File: src/rtl/link_pkg.sv
package link_pkg;
  typedef enum logic [1:0] {
    M_HOLD  = 2'b00,
    M_RIGHT = 2'b01,
    M_LEFT  = 2'b10,
    M_LOAD  = 2'b11
  } shmode_t;
endpackage

File: src/rtl/uni_shift.sv
module uni_shift #(
  parameter int W = 4
) (
  input  logic             clk,
  input  logic             rst_n,
  input  link_pkg::shmode_t mode,
  input  logic [W-1:0]     par_in,
  input  logic             sin_lo,
  input  logic             sin_hi,
  output logic [W-1:0]     q
);
  function automatic logic [W-1:0] next_q(
    input link_pkg::shmode_t m,
    input logic [W-1:0] cur,
    input logic [W-1:0] par,
    input logic lo,
    input logic hi
  );
    case (m)
      link_pkg::M_RIGHT: next_q = {hi, cur[W-1:1]};
      link_pkg::M_LEFT:  next_q = {cur[W-2:0], lo};
      link_pkg::M_LOAD:  next_q = par;
      default:           next_q = cur;
    endcase
  endfunction

  always_ff @(posedge clk or negedge rst_n) begin
    if (!rst_n) q <= '0;
    else        q <= next_q(mode, q, par_in, sin_lo, sin_hi);
  end
endmodule

File: src/rtl/shift_chain.sv
module shift_chain #(
  parameter int STAGE_W  = 4,
  parameter int N_STAGES = 2,
  localparam int WORD_W  = STAGE_W * N_STAGES
) (
  input  logic              clk,
  input  logic              rst_n,
  input  link_pkg::shmode_t mode,
  input  logic [WORD_W-1:0] par_in,
  input  logic              ser_in,
  output logic [WORD_W-1:0] q
);
  for (genvar s = 0; s < N_STAGES; s++) begin : g_stage
    logic hi_in;
    logic lo_in;
    if (s == N_STAGES - 1) begin : g_top
      assign hi_in = ser_in;
    end else begin : g_mid
      assign hi_in = q[(s+1)*STAGE_W];
    end
    if (s == 0) begin : g_bot
      assign lo_in = 1'b0;
    end else begin : g_up
      assign lo_in = q[s*STAGE_W-1];
    end
    uni_shift #(.W(STAGE_W)) u_reg (
      .clk    (clk),
      .rst_n  (rst_n),
      .mode   (mode),
      .par_in (par_in[s*STAGE_W +: STAGE_W]),
      .sin_lo (lo_in),
      .sin_hi (hi_in),
      .q      (q[s*STAGE_W +: STAGE_W])
    );
  end
endmodule

File: src/rtl/link_seq.sv
module link_seq #(
  parameter int WORD_W = 8,
  localparam int CW    = (WORD_W > 1) ? $clog2(WORD_W) : 1
) (
  input  logic              clk,
  input  logic              rst_n,
  input  logic              start,
  output link_pkg::shmode_t tx_mode,
  output link_pkg::shmode_t rx_mode,
  output logic              busy,
  output logic              done
);
  logic          shifting;
  logic [CW-1:0] cnt;
  logic          accept;
  logic          last;

  assign accept = start && !shifting;
  assign last   = shifting && (cnt == CW'(WORD_W - 1));

  always_ff @(posedge clk or negedge rst_n) begin
    if (!rst_n) begin
      shifting <= 1'b0;
      cnt      <= '0;
      done     <= 1'b0;
    end else begin
      done <= last;
      if (accept) begin
        shifting <= 1'b1;
        cnt      <= '0;
      end else if (last) begin
        shifting <= 1'b0;
      end else if (shifting) begin
        cnt <= cnt + 1'b1;
      end
    end
  end

  always_comb begin
    if (accept)        tx_mode = link_pkg::M_LOAD;
    else if (shifting) tx_mode = link_pkg::M_RIGHT;
    else               tx_mode = link_pkg::M_HOLD;
    rx_mode = shifting ? link_pkg::M_RIGHT : link_pkg::M_HOLD;
  end

  assign busy = shifting;
endmodule

File: src/rtl/serial_link_top.sv
module serial_link_top #(
  parameter int STAGE_W  = 4,
  parameter int N_STAGES = 2,
  localparam int WORD_W  = STAGE_W * N_STAGES
) (
  input  logic              clk,
  input  logic              rst_n,
  input  logic              start,
  input  logic [WORD_W-1:0] tx_word,
  output logic              line,
  output logic [WORD_W-1:0] rx_word,
  output logic              rx_valid,
  output logic              busy
);
  link_pkg::shmode_t tx_mode;
  link_pkg::shmode_t rx_mode;
  logic [WORD_W-1:0] tx_q;

  link_seq #(.WORD_W(WORD_W)) u_seq (
    .clk     (clk),
    .rst_n   (rst_n),
    .start   (start),
    .tx_mode (tx_mode),
    .rx_mode (rx_mode),
    .busy    (busy),
    .done    (rx_valid)
  );

  shift_chain #(.STAGE_W(STAGE_W), .N_STAGES(N_STAGES)) u_tx (
    .clk    (clk),
    .rst_n  (rst_n),
    .mode   (tx_mode),
    .par_in (tx_word),
    .ser_in (1'b0),
    .q      (tx_q)
  );

  assign line = tx_q[0];

  shift_chain #(.STAGE_W(STAGE_W), .N_STAGES(N_STAGES)) u_rx (
    .clk    (clk),
    .rst_n  (rst_n),
    .mode   (rx_mode),
    .par_in ('0),
    .ser_in (line),
    .q      (rx_word)
  );
endmodule

File: config.mk
export PLATFORM = sky130hd
export DESIGN_NAME = serial_link_top
export DESIGN_NICKNAME = d
export VERILOG_FILES = /design/src/rtl/link_pkg.sv /design/src/rtl/uni_shift.sv /design/src/rtl/shift_chain.sv /design/src/rtl/link_seq.sv /design/src/rtl/serial_link_top.sv
export SDC_FILE = /design/constraint.sdc
export NUM_CORES = 1
export LEC_CHECK = 0
export BUFFER_PORTS_ARGS = -buffer_cell sky130_fd_sc_hd__buf_2
export CAP_MARGIN = 5
export CORE_ASPECT_RATIO = 0.75
export CORE_MARGIN = 10
export CORE_UTILIZATION = 53
export DETAILED_ROUTE_END_ITERATION = 10
export PLACE_DENSITY = 0.77
export SYNTH_ARGS = -nofsm -noshare
export SYNTH_HDL_FRONTEND = slang
export SYNTH_HIERARCHICAL = 1
export SYNTH_SLANG_ARGS = --single-unit
export TNS_END_PERCENT = 10
File: constraint.sdc
create_clock -name clk -period 1.7 [get_ports clk]
set_input_delay 0.255 -clock clk [delete_from_list [all_inputs] [get_ports clk]]
set_output_delay 0.255 -clock clk [all_outputs]
set_load 0.1 [all_outputs]
==> results of run 1 <==
worst max path at each step:
| stage | from | end | cells past startpoint |
|---|---|---|---|
| 2_1_floorplan | u_seq/busy | u_tx/g_stage[0].u_reg/q[3] | 3 |
| 3_3_place_gp | u_seq/busy | u_tx/g_stage[1].u_reg/q[3] | 3 |
| 3_5_place_dp | u_seq/busy | u_tx/g_stage[0].u_reg/q[2] | 3 |
| 4_1_cts | u_seq/busy | u_tx/g_stage[0].u_reg/q[2] | 3 |
| 5_1_grt | u_seq/busy | u_tx/g_stage[1].u_reg/q[3] | 3 |
| 6_report | u_seq/busy | u_tx/g_stage[1].u_reg/q[2] | 3 |
kinds of logic after synthesis:
logic type / Yosys count
flops: 21
fa+ha+maj: 3
xor+xnor: 1
simple gates: 3
buf+inv: 4
compound gates: 4
other cells: 4
mux: 18
cell usage in the layout (no fill, tap or decap):
cell type,n
dlygate4sd3_1,1
nor2_2,1
dfrtp_1,20
mux4_1,16
dfrtp_4,1
xnor2_1,1
conb_1,12
nor2b_1,1
inv_1,1
mux2_4,2
a22o_1,3
a21oi_1,1
clkbuf_4,3
clkbuf_1,1
and2_2,1
buf_2,21
buf_4,3
ha_1,3
synth_stat cells:
library cell	instances
xnor2_1	1
nor2b_1	1
mux2_4	2
dfrtp_1	21
and2_2	1
a21oi_1	1
a22o_1	3
buf_4	3
ha_1	3
nor2_2	1
inv_1	1
conb_1	4
mux4_1	16
per-stage QoR:
step	utilization	instances
after floorplan	-	66
after CTS	0.661	116
after global placement	0.643	111
after global routing	0.661	116
after detailed placement	0.643	111
final	0.661	116
critical path, delay by kind of cell, from the launching register on:
kind | cells | cell delay (ns)
flip-flops | 1 | 0.54
multiplexers | 1 | 0.58
buffers and inverters | 1 | 0.18
AND/OR/NAND/NOR | 1 | 0.12
flip-flops by register name, summed over array words and instances (netlist names):
signal	cells
u_rx/g_stage.u_reg/q	8
u_seq/busy	1
u_seq/cnt	3
u_seq/done	1
u_tx/g_stage.u_reg/q	8
metal layers:
metal | global-route usage | share of wire | up-vias
met5 | 0 | 0 | -
met4 | 0.0486 | 0.021 | 0
met3 | 0.0397 | 0.058 | 4
met2 | 0.181 | 0.50 | 21
met1 | 0.129 | 0.42 | 347
li1 | - | - | 297
repair_timing:
action | in CTS | in global routing
endpoints found under the hold margin | 21 | 0
hold buffers | 1 | 0
resized for setup | 0 | 0
layout make-up:
type	instances	area (um^2)
flip-flops and latches	21	529
repair buffers	25	138
inverters	1	3.75
multi-input cells	41	593
well taps	24	30.0
clock buffers	4	26.3
fillers	145	677
==> results.yml, run 1 <==
min_path:
  min-delay-start: "tx_word[4]"
  hp-class: "in2reg"
  min_path_cells: 2
  min_to: "u_tx/g_stage[1].u_reg/q[0]"
synthesis:
  synth_largest_area_cell: "dfrtp_1"
  ys_types: 13
  ys_seq_elements: 21
  synth_top_family_by_area: "multiplexers"
  ys_warn_count: 6
  synth-simple-area-share: 0.0180
  yosysTopAreaCellShare: 0.471
  synth_fa_ha_area_frac: 0.0337
  synth_compound_area_frac: 0.0281
  syn_inst: 58
  ys_seq_area_frac: 0.471
  netlist_top_cells_area: "dfrtp_1 47%, mux4_1 38%, ha_1 3.4%, mux2_4 2.7%, a22o_1 2.4%"
  synthMuxAreaShare: 0.404
  postSynthAreaPerCell_um2: 19.2
  synth_area_mm2: 0.00111
  synth_xor_area_frac: 0.00786
route:
  drc: 0
  wire_per_inst_um: 19.8
  drt_pass1_iterations: 4
  wirelength_um: 2300
  vias_per_cell: 5.77
  first_iter_violations: 33
  antenna_left: 0
  via_count: 669
outcome:
  status: "completed"
layout:
  num_antenna_cells: 0
  layout.nets: 107
  drive_gt1_frac: 0.348
  area_growth_pct: 18.4
  final_design_area_no_fill_mm2: 0.00132
sta:
  rsz0062_at_grt: "no"
  tns_ns: 0
  setup_viol: 0
  hold_violations: 0
  worst_slack_ns: 0.149
  post-route-period-util: 0.912
  fmax_mhz: 645
  finalCriticalPeriod_ns: 1.55
  fin_skew_ns: 0.00298
  report.final.slew_viol_count: 0
  worst_hold_slack_ns: 0.255
global_route:
  grt_overflow: 0
  grt_pass1_vias: 736
  track_usage: 0.111
  antenna_found_initial: 0
  grt_max_degree: 22
  grt_pass1_wl_um: 3600
setup_path:
  reg2reg_depth: 3
  critPathArrivalTime_ns: 1.73
  path_cells: "nor2b_1 -> buf_4 -> mux4_1"
  r2r_slack_ns: 0.15
  slowest_delay_ns: 0.58
  cp-start-kind: "flip-flop"
  timing.rr.end: "u_tx/g_stage[1].u_reg/q[2]"
  cp_data_required_time_ns: 1.88
  slowest_stage: "mux4_1"
  path_max_fanout: 9
  worstSetupPathType: "reg2reg"
  endpoint_kind: "flip-flop"
  r2r-start: "u_seq/busy"
placement:
  gp_congestion: 0.748
  place_area_mm2: 0.00128
  io_buffer_count: 21
  hpwl_um: 1780
  pre_cts_ws_ns: 0.159
clock_tree:
  cts_tree: "yes"
  clkLatencyLatePin_ns: 0.30
  h-tree-depth: 1
  clock_path_buffers: 2
  cts_setup_buffers: 0
  cts-buffers-inserted: 3
  cts.sinks: 21
  clockRootBuffer: "clkbuf_4"
  clkTransAtPathRegs_ns: 0.11
floorplanning:
  core-area_mm2: 0.00200
  die-width_um: 73.0
  num_rows: 14
  initial_core_util: 0.558
  boundaryPins: 22
  dieArea_mm2: 0.00436
  die_y_um: 59.7
job:
  cap_violations: 0
Power of run 1 is not shown: default switching activity piles up to over one toggle a cycle in this logic, so the estimate is an artifact.
==> run 2: changes to the inputs <==
- CORE_ASPECT_RATIO: 0.75 -> unset
- CORE_UTILIZATION: 53 -> 50
- HOLD_SLACK_MARGIN: unset -> 0.06
- PLACE_DENSITY: 0.77 -> 0.75
- SYNTH_HIERARCHICAL: 1 -> unset
==> results.yml, run 2 <==
layout:
  area_growth_pct: 16.8
  fill_cells: 157
  layout_common_cells: "21 x dfrtp_1, 20 x buf_2, 9 x nand2_1"
  final_common_cell: "dfrtp_1"
  reg_top3: "u_rx.g_stage.u_reg.q: 8 flops, u_tx.g_stage.u_reg.q: 8 flops, u_seq.cnt: 3 flops"
  num_antenna_cells: 0
  final_design_area_no_fill_mm2: 0.00107
  drive_gt1_frac: 0.398
  layout.nets: 107
  finish.utilization: 0.620
synthesis:
  ys_types: 14
  ys_seq_area_frac: 0.574
  ys_seq_elements: 21
  synth_edf_count: 0
  ys_warn_count: 0
  synth.most_common_cell: "dfrtp_1"
  yosysTopAreaCellShare: 0.574
  synth_flop_cell: "dfrtp_1"
  syn_inst: 71
  netlist_top_cells_area: "dfrtp_1 57%, mux2i_1 8.7%, mux2_2 8.6%, o21ai_0 4.4%, nand2_1 3.7%"
  synth_largest_area_cell: "dfrtp_1"
  synth_nets: 84
  synth_common_cells: "21 x dfrtp_1, 9 x nand2_1, 8 x mux2i_1, 8 x o21ai_0, 7 x mux2_2"
  ys_async_sr_fraction: 1.00
  synth_area_um2: 916
  postSynthAreaPerCell_um2: 12.9
setup_path:
  critPathArrivalTime_ns: 1.23
  slowest_delay_ns: 0.55
  path_buf_inv: 2
  timing.rr.end: "u_seq.cnt[1]"
  worstSetupPathType: "reg2out"
  worst-path-stages: 2
  path_cells: "buf_4 -> buf_12"
  endpoint_kind: "output port"
  slowest_stage: "dfrtp_1"
  cp_data_required_time_ns: 1.44
  r2r_slack_ns: 0.27
  cp_top_family: "flip-flops"
  cp-endpoint: "busy"
  reg2reg_depth: 4
  path_max_fanout: 8
  cp-startpoint: "u_seq.busy"
  cp-start-kind: "flip-flop"
  r2r-start: "u_seq.cnt[0]"
route:
  first_iter_violations: 7
  wirelength_um: 1570
  drt_pass1_iterations: 2
  vias_per_cell: 4.76
  antenna_left: 0
  drc: 0
  wire_per_inst_um: 13.3
  via_count: 562
clock_tree:
  h-tree-depth: 1
  cts.sinks: 21
  cts-buffers-inserted: 3
  clock_path_buffers: 2
  cts_tree: "yes"
  clockRootBuffer: "clkbuf_4"
  cts_setup_buffers: 0
  cts_resized: 0
  clkTransAtPathRegs_ns: 0.12
  clkLatencyLatePin_ns: 0.29
placement:
  place_area_mm2: 0.00103
  pre_cts_ws_ns: 0.284
  gp_congestion: 0.638
  io_buffer_count: 21
floorplanning:
  die_y_um: 62.8
  initial_core_util: 0.530
  boundaryPins: 22
  dieArea_mm2: 0.00394
  die-width_um: 62.8
  num_rows: 15
  core-area_mm2: 0.00173
global_route:
  grt_max_degree: 22
  antenna_found_initial: 0
  grt_overflow: 0
  grt_pass1_vias: 577
  track_usage: 0.0798
  grt_pass1_wl_um: 2660
sta:
  slew_headroom: 0.675
  hold_violations: 0
  rsz0062_at_grt: "no"
  worst_slack_ns: 0.212
  tns_ns: 0
  worst_pin_slew_ns: 0.491
  fin_skew_ns: 0.00286
  setup_viol: 0
  report.final.slew_viol_count: 0
  post-route-period-util: 0.875
  fmax_mhz: 672
  finalCriticalPeriod_ns: 1.49
outcome:
  status: "completed"
job:
  cap_violations: 0
min_path:
  hp-class: "in2reg"
run 2: cell types whose count changed in the layout (fill, tap and decap cells not counted), moves of 4 or more:
cell,change
conb_1,-12
mux2_2,+7
mux2i_1,+8
mux4_1,-16
nand2_1,+9
nor2_1,+4
o21ai_0,+8
run 2: per-stage QoR:
step,std cells,hold slack [ns]
after floorplan,71,-0.0406
after global placement,113,0.233
after detailed placement,113,0.235
after CTS,118,0.215
after global routing,118,0.219
final,118,0.226
run 2: worst register-to-register path, cell delays in order, from the launching register on:
cell and delay [ns]:
dfrtp_1 0.41, ha_1 0.20, ha_1 0.22, mux2_1 0.32, a22o_1 0.17
run 2: logic make-up (layout without fill, tap and decap cells):
kind of cell               count (synthesis)  in the layout  synth area share
buffers and inverters                      6             28            0.0546
DFF                                       21             21             0.574
muxes                                     18             18             0.219
and+or+nand+nor                           14             14            0.0628
adders and majority gates                  2              2            0.0273
AOI/OAI and AO/OA                         10             10            0.0628
run 2: timing repair:
action / in CTS / in global routing
hold buffers: 1 / 0
setup endpoints to repair: 0 / 0
hold endpoints to repair: 21 / 0
run 2: area by class of cell:
type	instances	area (um^2)	area share
sequential	21	526	0.491
multi-input combinational	44	340	0.318
timing repair buffer	24	145	0.136
tap	25	31.3	0.0292
clock buffer	3	22.5	0.0211
clock inverter	1	5.00	0.00468
run 2: per-layer routing:
metal | up-vias | part of all wire | global-route usage
met4 | 0 | 0.0077 | 0.0335
met3 | 2 | 0.057 | 0.0269
li1 | 286 | - | -
met5 | - | 0 | 0
met2 | 12 | 0.47 | 0.126
met1 | 262 | 0.46 | 0.0965
run 2: worst min-delay path by stage:
stage / to / from / slack [ns] / cells past startpoint
final: u_tx.g_stage[1].u_reg.q[3] / tx_word[7] / 0.23 / 3
after global routing: u_tx.g_stage[1].u_reg.q[3] / tx_word[7] / 0.22 / 3
after CTS: u_tx.g_stage[1].u_reg.q[3] / tx_word[7] / 0.22 / 3
after detailed placement: u_seq.done / rst_n / 0.23 / 1
after global placement: u_tx.g_stage[1].u_reg.q[3] / rst_n / 0.23 / 1
after floorplan: u_rx.g_stage[0].u_reg.q[0] / rst_n / -0.04 / 0
Power of run 2 is left out for the same reason.
